[src/rtl/sgn_mac_pkg.sv]
package sgn_mac_pkg;

  // Strobes handed from the control tracker to the datapath.
  typedef struct packed {
    logic inLoad;    // capture operands into the input stage
    logic mulLoad;   // capture product into the post-multiply stage
    logic accLoad;   // a valid product is at the adder this cycle
    logic accClear;  // restart the sum from the product at the adder
  } macStrobes_t;

  function automatic int stageCount(input bit s0, input bit s1, input bit s2);
    return int'(s0) + int'(s1) + int'(s2);
  endfunction

endpackage

[src/rtl/sgn_mac_ctrl.sv]
module sgn_mac_ctrl
  import sgn_mac_pkg::*;
#(
  parameter bit IN_STAGE  = 1'b1,
  parameter bit MUL_STAGE = 1'b1,
  parameter bit OUT_STAGE = 1'b1
) (
  input  logic        clk,
  input  logic        rst,
  input  logic        inValid,
  input  logic        inClear,
  output macStrobes_t strobes,
  output logic        outValid
);

  localparam int LAT = stageCount(IN_STAGE, MUL_STAGE, OUT_STAGE);

  logic validS1, clearS1, validS2, clearS2;

  // Tags after the input stage
  generate
    if (IN_STAGE) begin : g_inTag
      logic validQ, clearQ;
      always_ff @(posedge clk) begin
        if (rst) begin
          validQ <= 1'b0;
          clearQ <= 1'b0;
        end else begin
          validQ <= inValid;
          clearQ <= inClear & inValid;
        end
      end
      assign validS1 = validQ;
      assign clearS1 = clearQ;
    end else begin : g_inTagWire
      assign validS1 = inValid;
      assign clearS1 = inClear & inValid;
    end
  endgenerate

  // Tags after the post-multiply stage
  generate
    if (MUL_STAGE) begin : g_mulTag
      logic validQ, clearQ;
      always_ff @(posedge clk) begin
        if (rst) begin
          validQ <= 1'b0;
          clearQ <= 1'b0;
        end else begin
          validQ <= validS1;
          clearQ <= clearS1;
        end
      end
      assign validS2 = validQ;
      assign clearS2 = clearQ;
    end else begin : g_mulTagWire
      assign validS2 = validS1;
      assign clearS2 = clearS1;
    end
  endgenerate

  // Output-stage tag
  generate
    if (OUT_STAGE) begin : g_outTag
      logic validQ;
      always_ff @(posedge clk) begin
        if (rst) validQ <= 1'b0;
        else     validQ <= validS2;
      end
      assign outValid = validQ;
    end else begin : g_outTagWire
      assign outValid = validS2;
    end
  endgenerate

  always_comb begin
    strobes.inLoad   = inValid;
    strobes.mulLoad  = validS1;
    strobes.accLoad  = validS2;
    strobes.accClear = clearS2 & validS2;
  end

  // Cycles since reset, saturating at 3, so the latency check never looks back past reset.
  logic [1:0] sinceRst;
  always_ff @(posedge clk) begin
    if (rst)                sinceRst <= 2'd0;
    else if (sinceRst != 2'd3) sinceRst <= sinceRst + 2'd1;
  end

  generate
    if (LAT > 0) begin : g_latChk
      // output valid follows input valid by exactly LAT cycles
      a_r4_latency: assert property (@(posedge clk) disable iff (rst)
        (int'(sinceRst) >= LAT) |-> (outValid == $past(inValid, LAT)));
    end
  endgenerate

endmodule

[src/rtl/sgn_mac_datapath.sv]
module sgn_mac_datapath
  import sgn_mac_pkg::*;
#(
  parameter int A_W       = 25,
  parameter int B_W       = 18,
  parameter int ACC_W     = 48,
  parameter bit IN_STAGE  = 1'b1,
  parameter bit MUL_STAGE = 1'b1,
  parameter bit OUT_STAGE = 1'b1
) (
  input  logic             clk,
  input  logic             rst,
  input  macStrobes_t      strobes,
  input  logic [A_W-1:0]   opA,
  input  logic [B_W-1:0]   opB,
  output logic [ACC_W-1:0] result
);

  localparam int PROD_W = A_W + B_W;
  localparam int EXT_W  = ACC_W - PROD_W;

  logic [A_W-1:0]         aStage;
  logic [B_W-1:0]         bStage;
  logic signed [PROD_W-1:0] prodRaw;
  logic [PROD_W-1:0]      prodStage;
  logic [ACC_W-1:0]       prodExt;
  logic [ACC_W-1:0]       accQ;
  logic [ACC_W-1:0]       accNext;
  logic [ACC_W-1:0]       sumView;

  // Input stage
  generate
    if (IN_STAGE) begin : g_inReg
      logic [A_W-1:0] aQ;
      logic [B_W-1:0] bQ;
      always_ff @(posedge clk) begin
        if (rst) begin
          aQ <= '0;
          bQ <= '0;
        end else if (strobes.inLoad) begin
          aQ <= opA;
          bQ <= opB;
        end
      end
      assign aStage = aQ;
      assign bStage = bQ;
    end else begin : g_inWire
      assign aStage = opA;
      assign bStage = opB;
    end
  endgenerate

  assign prodRaw = $signed(aStage) * $signed(bStage);

  // Post-multiply stage
  generate
    if (MUL_STAGE) begin : g_mulReg
      logic [PROD_W-1:0] pQ;
      always_ff @(posedge clk) begin
        if (rst)                  pQ <= '0;
        else if (strobes.mulLoad) pQ <= prodRaw;
      end
      assign prodStage = pQ;
    end else begin : g_mulWire
      assign prodStage = prodRaw;
    end
  endgenerate

  assign prodExt = {{EXT_W{prodStage[PROD_W-1]}}, prodStage};

  always_comb begin
    if (strobes.accClear) accNext = prodExt;
    else                  accNext = accQ + prodExt;
    sumView = strobes.accLoad ? accNext : accQ;
  end

  always_ff @(posedge clk) begin
    if (rst)                  accQ <= '0;
    else if (strobes.accLoad) accQ <= accNext;
  end

  // Output stage
  generate
    if (OUT_STAGE) begin : g_outReg
      logic [ACC_W-1:0] rQ;
      always_ff @(posedge clk) begin
        if (rst)                  rQ <= '0;
        else if (strobes.accLoad) rQ <= accNext;
      end
      assign result = rQ;
    end else begin : g_outWire
      assign result = sumView;
    end
  endgenerate

  // the sum only moves when a valid product reaches the adder
  a_r5_hold_when_idle: assert property (@(posedge clk) disable iff (rst)
    !strobes.accLoad |=> $stable(accQ));

  // a plain accumulate adds the extended product, modulo 2^ACC_W
  a_r2_wrap_add: assert property (@(posedge clk) disable iff (rst)
    (strobes.accLoad && !strobes.accClear) |=> (accQ == $past(accQ) + $past(prodExt)));

  // a clear loads the product alone
  a_r3_clear_loads: assert property (@(posedge clk) disable iff (rst)
    (strobes.accLoad && strobes.accClear) |=> (accQ == $past(prodExt)));

  // the sum is zero right after reset
  a_r6_reset_zero: assert property (@(posedge clk) disable iff (rst)
    $past(rst) |-> (accQ == '0));

endmodule

[src/rtl/sgn_mac.sv]
module sgn_mac
  import sgn_mac_pkg::*;
#(
  parameter int A_W       = 25,
  parameter int B_W       = 18,
  parameter int ACC_W     = 48,
  parameter bit IN_STAGE  = 1'b1,
  parameter bit MUL_STAGE = 1'b1,
  parameter bit OUT_STAGE = 1'b1
) (
  input  logic             clk,
  input  logic             rst,
  input  logic             inValid,
  input  logic             inClear,
  input  logic [A_W-1:0]   opA,
  input  logic [B_W-1:0]   opB,
  output logic [ACC_W-1:0] result,
  output logic             outValid
);

  macStrobes_t strobes;

  sgn_mac_ctrl #(
    .IN_STAGE (IN_STAGE),
    .MUL_STAGE(MUL_STAGE),
    .OUT_STAGE(OUT_STAGE)
  ) u_ctrl (
    .clk     (clk),
    .rst     (rst),
    .inValid (inValid),
    .inClear (inClear),
    .strobes (strobes),
    .outValid(outValid)
  );

  sgn_mac_datapath #(
    .A_W      (A_W),
    .B_W      (B_W),
    .ACC_W    (ACC_W),
    .IN_STAGE (IN_STAGE),
    .MUL_STAGE(MUL_STAGE),
    .OUT_STAGE(OUT_STAGE)
  ) u_dp (
    .clk    (clk),
    .rst    (rst),
    .strobes(strobes),
    .opA    (opA),
    .opB    (opB),
    .result (result)
  );

  // no output valid on the cycle after reset
  a_r6_quiet_after_reset: assert property (@(posedge clk) disable iff (rst)
    $past(rst) && (OUT_STAGE || !inValid) |-> !outValid);

endmodule

[config.mk]
export PLATFORM = sky130hd
export DESIGN_NAME = sgn_mac
export DESIGN_NICKNAME = d
export VERILOG_FILES = /design/src/rtl/sgn_mac_pkg.sv /design/src/rtl/sgn_mac_ctrl.sv /design/src/rtl/sgn_mac_datapath.sv /design/src/rtl/sgn_mac.sv
export SDC_FILE = /design/constraint.sdc
export NUM_CORES = 2
export LEC_CHECK = 0
export BUFFER_PORTS_ARGS = -buffer_cell sky130_fd_sc_hd__buf_2
export CAP_MARGIN = 30
export CORE_UTILIZATION = 35
export CTS_CLUSTER_SIZE = 10
export DETAILED_ROUTE_END_ITERATION = 16
export GPL_TIMING_DRIVEN = 0
export SLEW_MARGIN = 20
export SYNTH_ARGS = -nofsm -noshare
export SYNTH_HDL_FRONTEND = slang
export SYNTH_HIERARCHICAL = 1
export SYNTH_SLANG_ARGS = --single-unit
[constraint.sdc]
create_clock -name clk -period 18.2 [get_ports clk]
set_input_delay 3.64 -clock clk [delete_from_list [all_inputs] [get_ports clk]]
set_output_delay 3.64 -clock clk [all_outputs]
set_load 0.02 [all_outputs]
Word-level counts from Yosys, hierarchy flattened

Index checks and enable logic that the tools add are counted.

Register bits: 139
Output and inout bits: 49
Latch bits: 0
Memories: 0
Word-level logic and storage cells: 14
Memory bits (writable): 0
Bits in read-only memories: 0

Multipliers: 1
Div/mod/pow operators: 0
Eq/ne operators: 0
Add/subtract/negate cells: 1
$lt $le $gt $ge: 0
Muxes and demuxes: 1
Reductions and logical operators: 0
Shift-type cells: 0
Bitwise operators: 2

Operators by type and width:

| cell             | count |
|---|---|
| $add A48 B48 Y48 | 1 |
| $mux W48         | 1 |
| $mul A25 B18 Y43 | 1 |
| $and A1 B1 Y1    | 2 |

Longest topological paths before layout

Depth in word-level cells: 2
Gate-level depth with buffers: 27

Cells and area by module

The synthesis kept the hierarchy.

By module, submodules not included:

| module           | area each (µm²) | cells an instance | instances |
|---|---|---|---|
| sgn_mac_datapath | 23470.0         | 2706              | 1 |
| sgn_mac_ctrl     | 173.9           | 14                | 1 |

Worst setup path after synthesis

OpenSTA, ideal clock, no wires.

Path type: register to register
Start: reg u_dp.g_inReg.aQ[14] (netlist: u_dp/aStage[14])
End: reg u_dp.g_mulReg.pQ[39]
Required time: 18.114 ns
Cell stages (with the launch flop): 26
Period minus slack after synthesis: 6.314 ns
Slack: 11.886 ns
Path buffers: 2
Setup time: 0.086 ns
Arrival time: 6.228 ns
Cell sequence: dfxtp_1 clkbuf_1 clkbuf_1 nand2_1 fa_1 inv_1 fa_1 inv_1 fa_1 inv_1 fa_1 fa_1 inv_1 fa_1 inv_1 ha_1 a21o_1 a21o_1 a21oi_1 nor2_1 a211oi_1 a41oi_1 a31oi_1 nor2_1 xnor2_1 a211oi_1

Word-level cells in the longest chain between the ends: 1

RTL lines:

| what                   | line                   | source |
|---|---|---|
| start, declared        | sgn_mac_datapath.sv:34 | `logic [A_W-1:0] aQ;` |
| start signal, assigned | sgn_mac_datapath.sv:41 | `aQ <= opA;` |
| $mul A25 B18 Y43       | sgn_mac_datapath.sv:53 | `assign prodRaw = $signed(aStage) * $signed(bStage);` |
| end signal, assigned   | sgn_mac_datapath.sv:61 | `else if (strobes.mulLoad) pQ <= prodRaw;` |
| end, declared          | sgn_mac_datapath.sv:58 | `logic [PROD_W-1:0] pQ;` |

Every way passes these cells.
A chain may end at the register's enable or synchronous reset.

Worst setup path in the final report

Start: reg u_dp.g_inReg.bQ[11] (netlist: u_dp/bStage[11])
End: reg u_dp.g_mulReg.pQ[41]

Word-level cells in the longest chain between the ends: 1

RTL lines:

| what                   | line                   | source |
|---|---|---|
| start, declared        | sgn_mac_datapath.sv:35 | `logic [B_W-1:0] bQ;` |
| start signal, assigned | sgn_mac_datapath.sv:42 | `bQ <= opB;` |
| $mul A25 B18 Y43       | sgn_mac_datapath.sv:53 |  |

Every way passes these cells.

==> qor.txt <==
status: finished clean
final setup violation count: 0
Routed WL: 70,200 um
Unique masters post-synth: 78
Iteration-0 DRC Markers: 1,201
io pins: 96
GRT overflow: 0
setup bufs post-CTS: 0
Worst Skew: 13.5 ps
Top FF cell, synth: dfxtp_1
measured slew at the worst slew-check pin: 1040 ps
hpwl dp: 57,500 um
share of layout cells above drive strength 1: 0.0593
Root Buffer: clkbuf_16
Routed Antenna Nets: 0
post-synthesis async set-or-reset flop share: 0
GR Util All Layers: 0.214
PortBufs: 95
die footprint: 68,600 um2
vias in the first global route: 19,042
CP endpoint kind: flop
Slew HR: 0.304
crit path time final: 8030 ps
mux cell area share after synthesis: 0.0306
Max-cap violations: 0
Synth area leaders: fa_1, dfxtp_1, ha_1, inv_1, nand2_1
number of remaining DRC errors: 0
RSZ-0062 raised after global routing: no
Final Slew Violations: 0
Data arrival, critical path: 8370 ps
worst-skew pair later-pin latency: 490 ps
CTS Hold Bufs: 0
Synth Instances: 2,720
Worst Path Required: 18,540 ps
Die H: 262 um
setup TNS: 0 ps
dpl ws: 10,310 ps
Core ar.: 66,300 um2
WL/cell: 18.9 um
Leak Pwr: 12.4 nW
Synth Area in Adders: 0.456
Final Hold Violating Endpoints: 0
Peak VDD IR: 0.0742 mV
Num CTS Buffers: 17
CTS tree: done
final worst setup slack: 10,170 ps
register area share after synthesis: 0.118
maximum root-to-sink buffer count: 2
crit-path max FO: 10
power per standard cell area: 54.1 nW/um2
HP Class: reg2reg
GP Congestion: 0.978
global-route wire length before repair: 110,000 um
largest family of logic cells by synthesized area: adder cells
vias: 18,570
Clk pin slew, worst setup/hold paths: 70 ps
CTS Sinks: 139
final critical-path share of the clock period: 0.441
Worst Setup Path Type: reg2reg
simple-gate share of the synthesized area: 0.164
xor/xnor share of the synthesized area: 0.0259
Cell Rows: 94
Via density: 5.00
leading area contributor after synthesis: fa_1
Synth Warn #: 6
Layout area overhead: 9.09%
initial antenna violation count: 1
Synth Area in Compound Gates: 0.102
Startpoint Class: flop
fmax: 125 MHz
H-tree depth: 4
chip width: 262 um
post-cts sizing count: 0
Final nets: 3,478
total power: 1.40 mW
first-pass detailed-route iteration total: 5
Synth Area per Inst: 8.69 um2
synthesized area: 23,600 um2
number of synthesized flops with an enable pin: 0
post-synthesis net count: 3,363
largest net degree at the start of global routing: 17
Yosys top cell area share: 0.374
Initial Utilization: 0.356
FF+latch count, synth: 139
==> synth_stat cells, drive strengths merged, types with 13 or more instances <==
cell type    n
a211oi      19
a21o        42
a21oi       87
a311oi      15
a31oi       15
and2       166
and3        13
buf         14
clkbuf     134
dfxtp      139
fa         442
ha         154
inv        506
mux2i       70
nand2      386
nand2b      16
nand3       16
nor2       166
nor3        23
o211ai      23
o21a        21
o21ai       71
xnor2       56
xor2        14
==> final timing paths <==
path / startpoint / end / slack [ps] / cells after the start
hold reg to reg: u_ctrl/clearS1 / u_ctrl/clearS2 / 450 / 1
setup reg to reg: u_dp/bStage[11] / u_dp/g_mulReg.pQ[41] / 10170 / 23
hold / removal: u_ctrl/clearS1 / u_ctrl/clearS2 / 450 / 1
setup / recovery: u_dp/bStage[11] / u_dp/g_mulReg.pQ[41] / 10170 / 23
==> power by group <==
group / switching (mW) / internal, mW / total, mW / leakage [nW]
combinational: 0.414 / 0.267 / 0.681 / 10.9
sequential: 0.0303 / 0.328 / 0.359 / 1.14
clock: 0.175 / 0.182 / 0.356 / 0.283
==> final cells by class <==
class,count,area (um2)
Clock buffer,17,425
Antenna cell,2,5.00
Fill cell,6933,40500
Clock inverter,15,149
Timing Repair Buffer,96,487
Tap cell,864,1080
Inverter,506,1900
Sequential cell,139,2780
Buffer,148,572
Multi-Input combinational cell,1927,18400
==> sequential cells by signal (all words and copies together) (netlist names) <==
register	flops
u_ctrl/g_inTag.validQ	1
u_dp/bStage	18
u_ctrl/clearS2	1
u_dp/g_mulReg.pQ	43
u_ctrl/clearS1	1
u_dp/aStage	25
u_dp/result	48
u_ctrl/outValid	1
u_ctrl/g_mulTag.validQ	1
==> layer usage <==
| layer | track usage | wire (um) |
|---|---|---|
| met1 | 0.287 | 30700 |
| met2 | 0.351 | 33500 |
| met3 | 0.0341 | 3860 |
| met4 | 0.0716 | 2090 |
| met5 | 0 | 0 |
==> worst max-delay path, cell delays in order (launching register included) <==
cell and delay (ps):
dfxtp_1 300, clkbuf_1 650, clkbuf_1 700, nand2_1 160
fa_1 510, inv_1 50, fa_1 490, fa_1 610
fa_1 460, fa_1 510, inv_1 60, fa_1 550
inv_1 60, ha_1 340, a21o_1 180, a21o_1 170
a21oi_1 210, nor2_1 80, a211oi_1 700, a41oi_1 310
a31oi_1 320, o31ai_1 130, xnor2_1 220, o22ai_1 120
==> metrics by stage <==
step                cells  instance area (um2)  utilization  hold slack, ps
global route         3712                25800        0.389             479
finish               3714                25800        0.389             452
global placement     3679                25200        0.380             434
floorplan            2720                23600            -             428
detailed placement   3680                25200        0.380             439
CTS                  3712                25800        0.389             456
==> cells in the final DEF (no fill, tap or decap), drive strengths merged, types with 19 or more instances in the layout <==
cell,instances
a21o,42
a21oi,87
o21ai,71
mux2i,70
o211ai,23
dfxtp,139
xnor2,56
inv,515
nor2,166
fa,442
a211oi,19
nand2,386
clkbuf,151
o21a,21
ha,154
nor3,23
buf,110
and2,166
==> kinds of logic after synthesis <==
logic type | after synthesis
adders and majority gates | 596
AOI/OAI and AO/OA | 349
buffers and inverters | 654
and+or+nand+nor | 840
muxes | 72
xor gates and xnor gates | 70
DFF | 139
(Power assumes the default switching activity.)
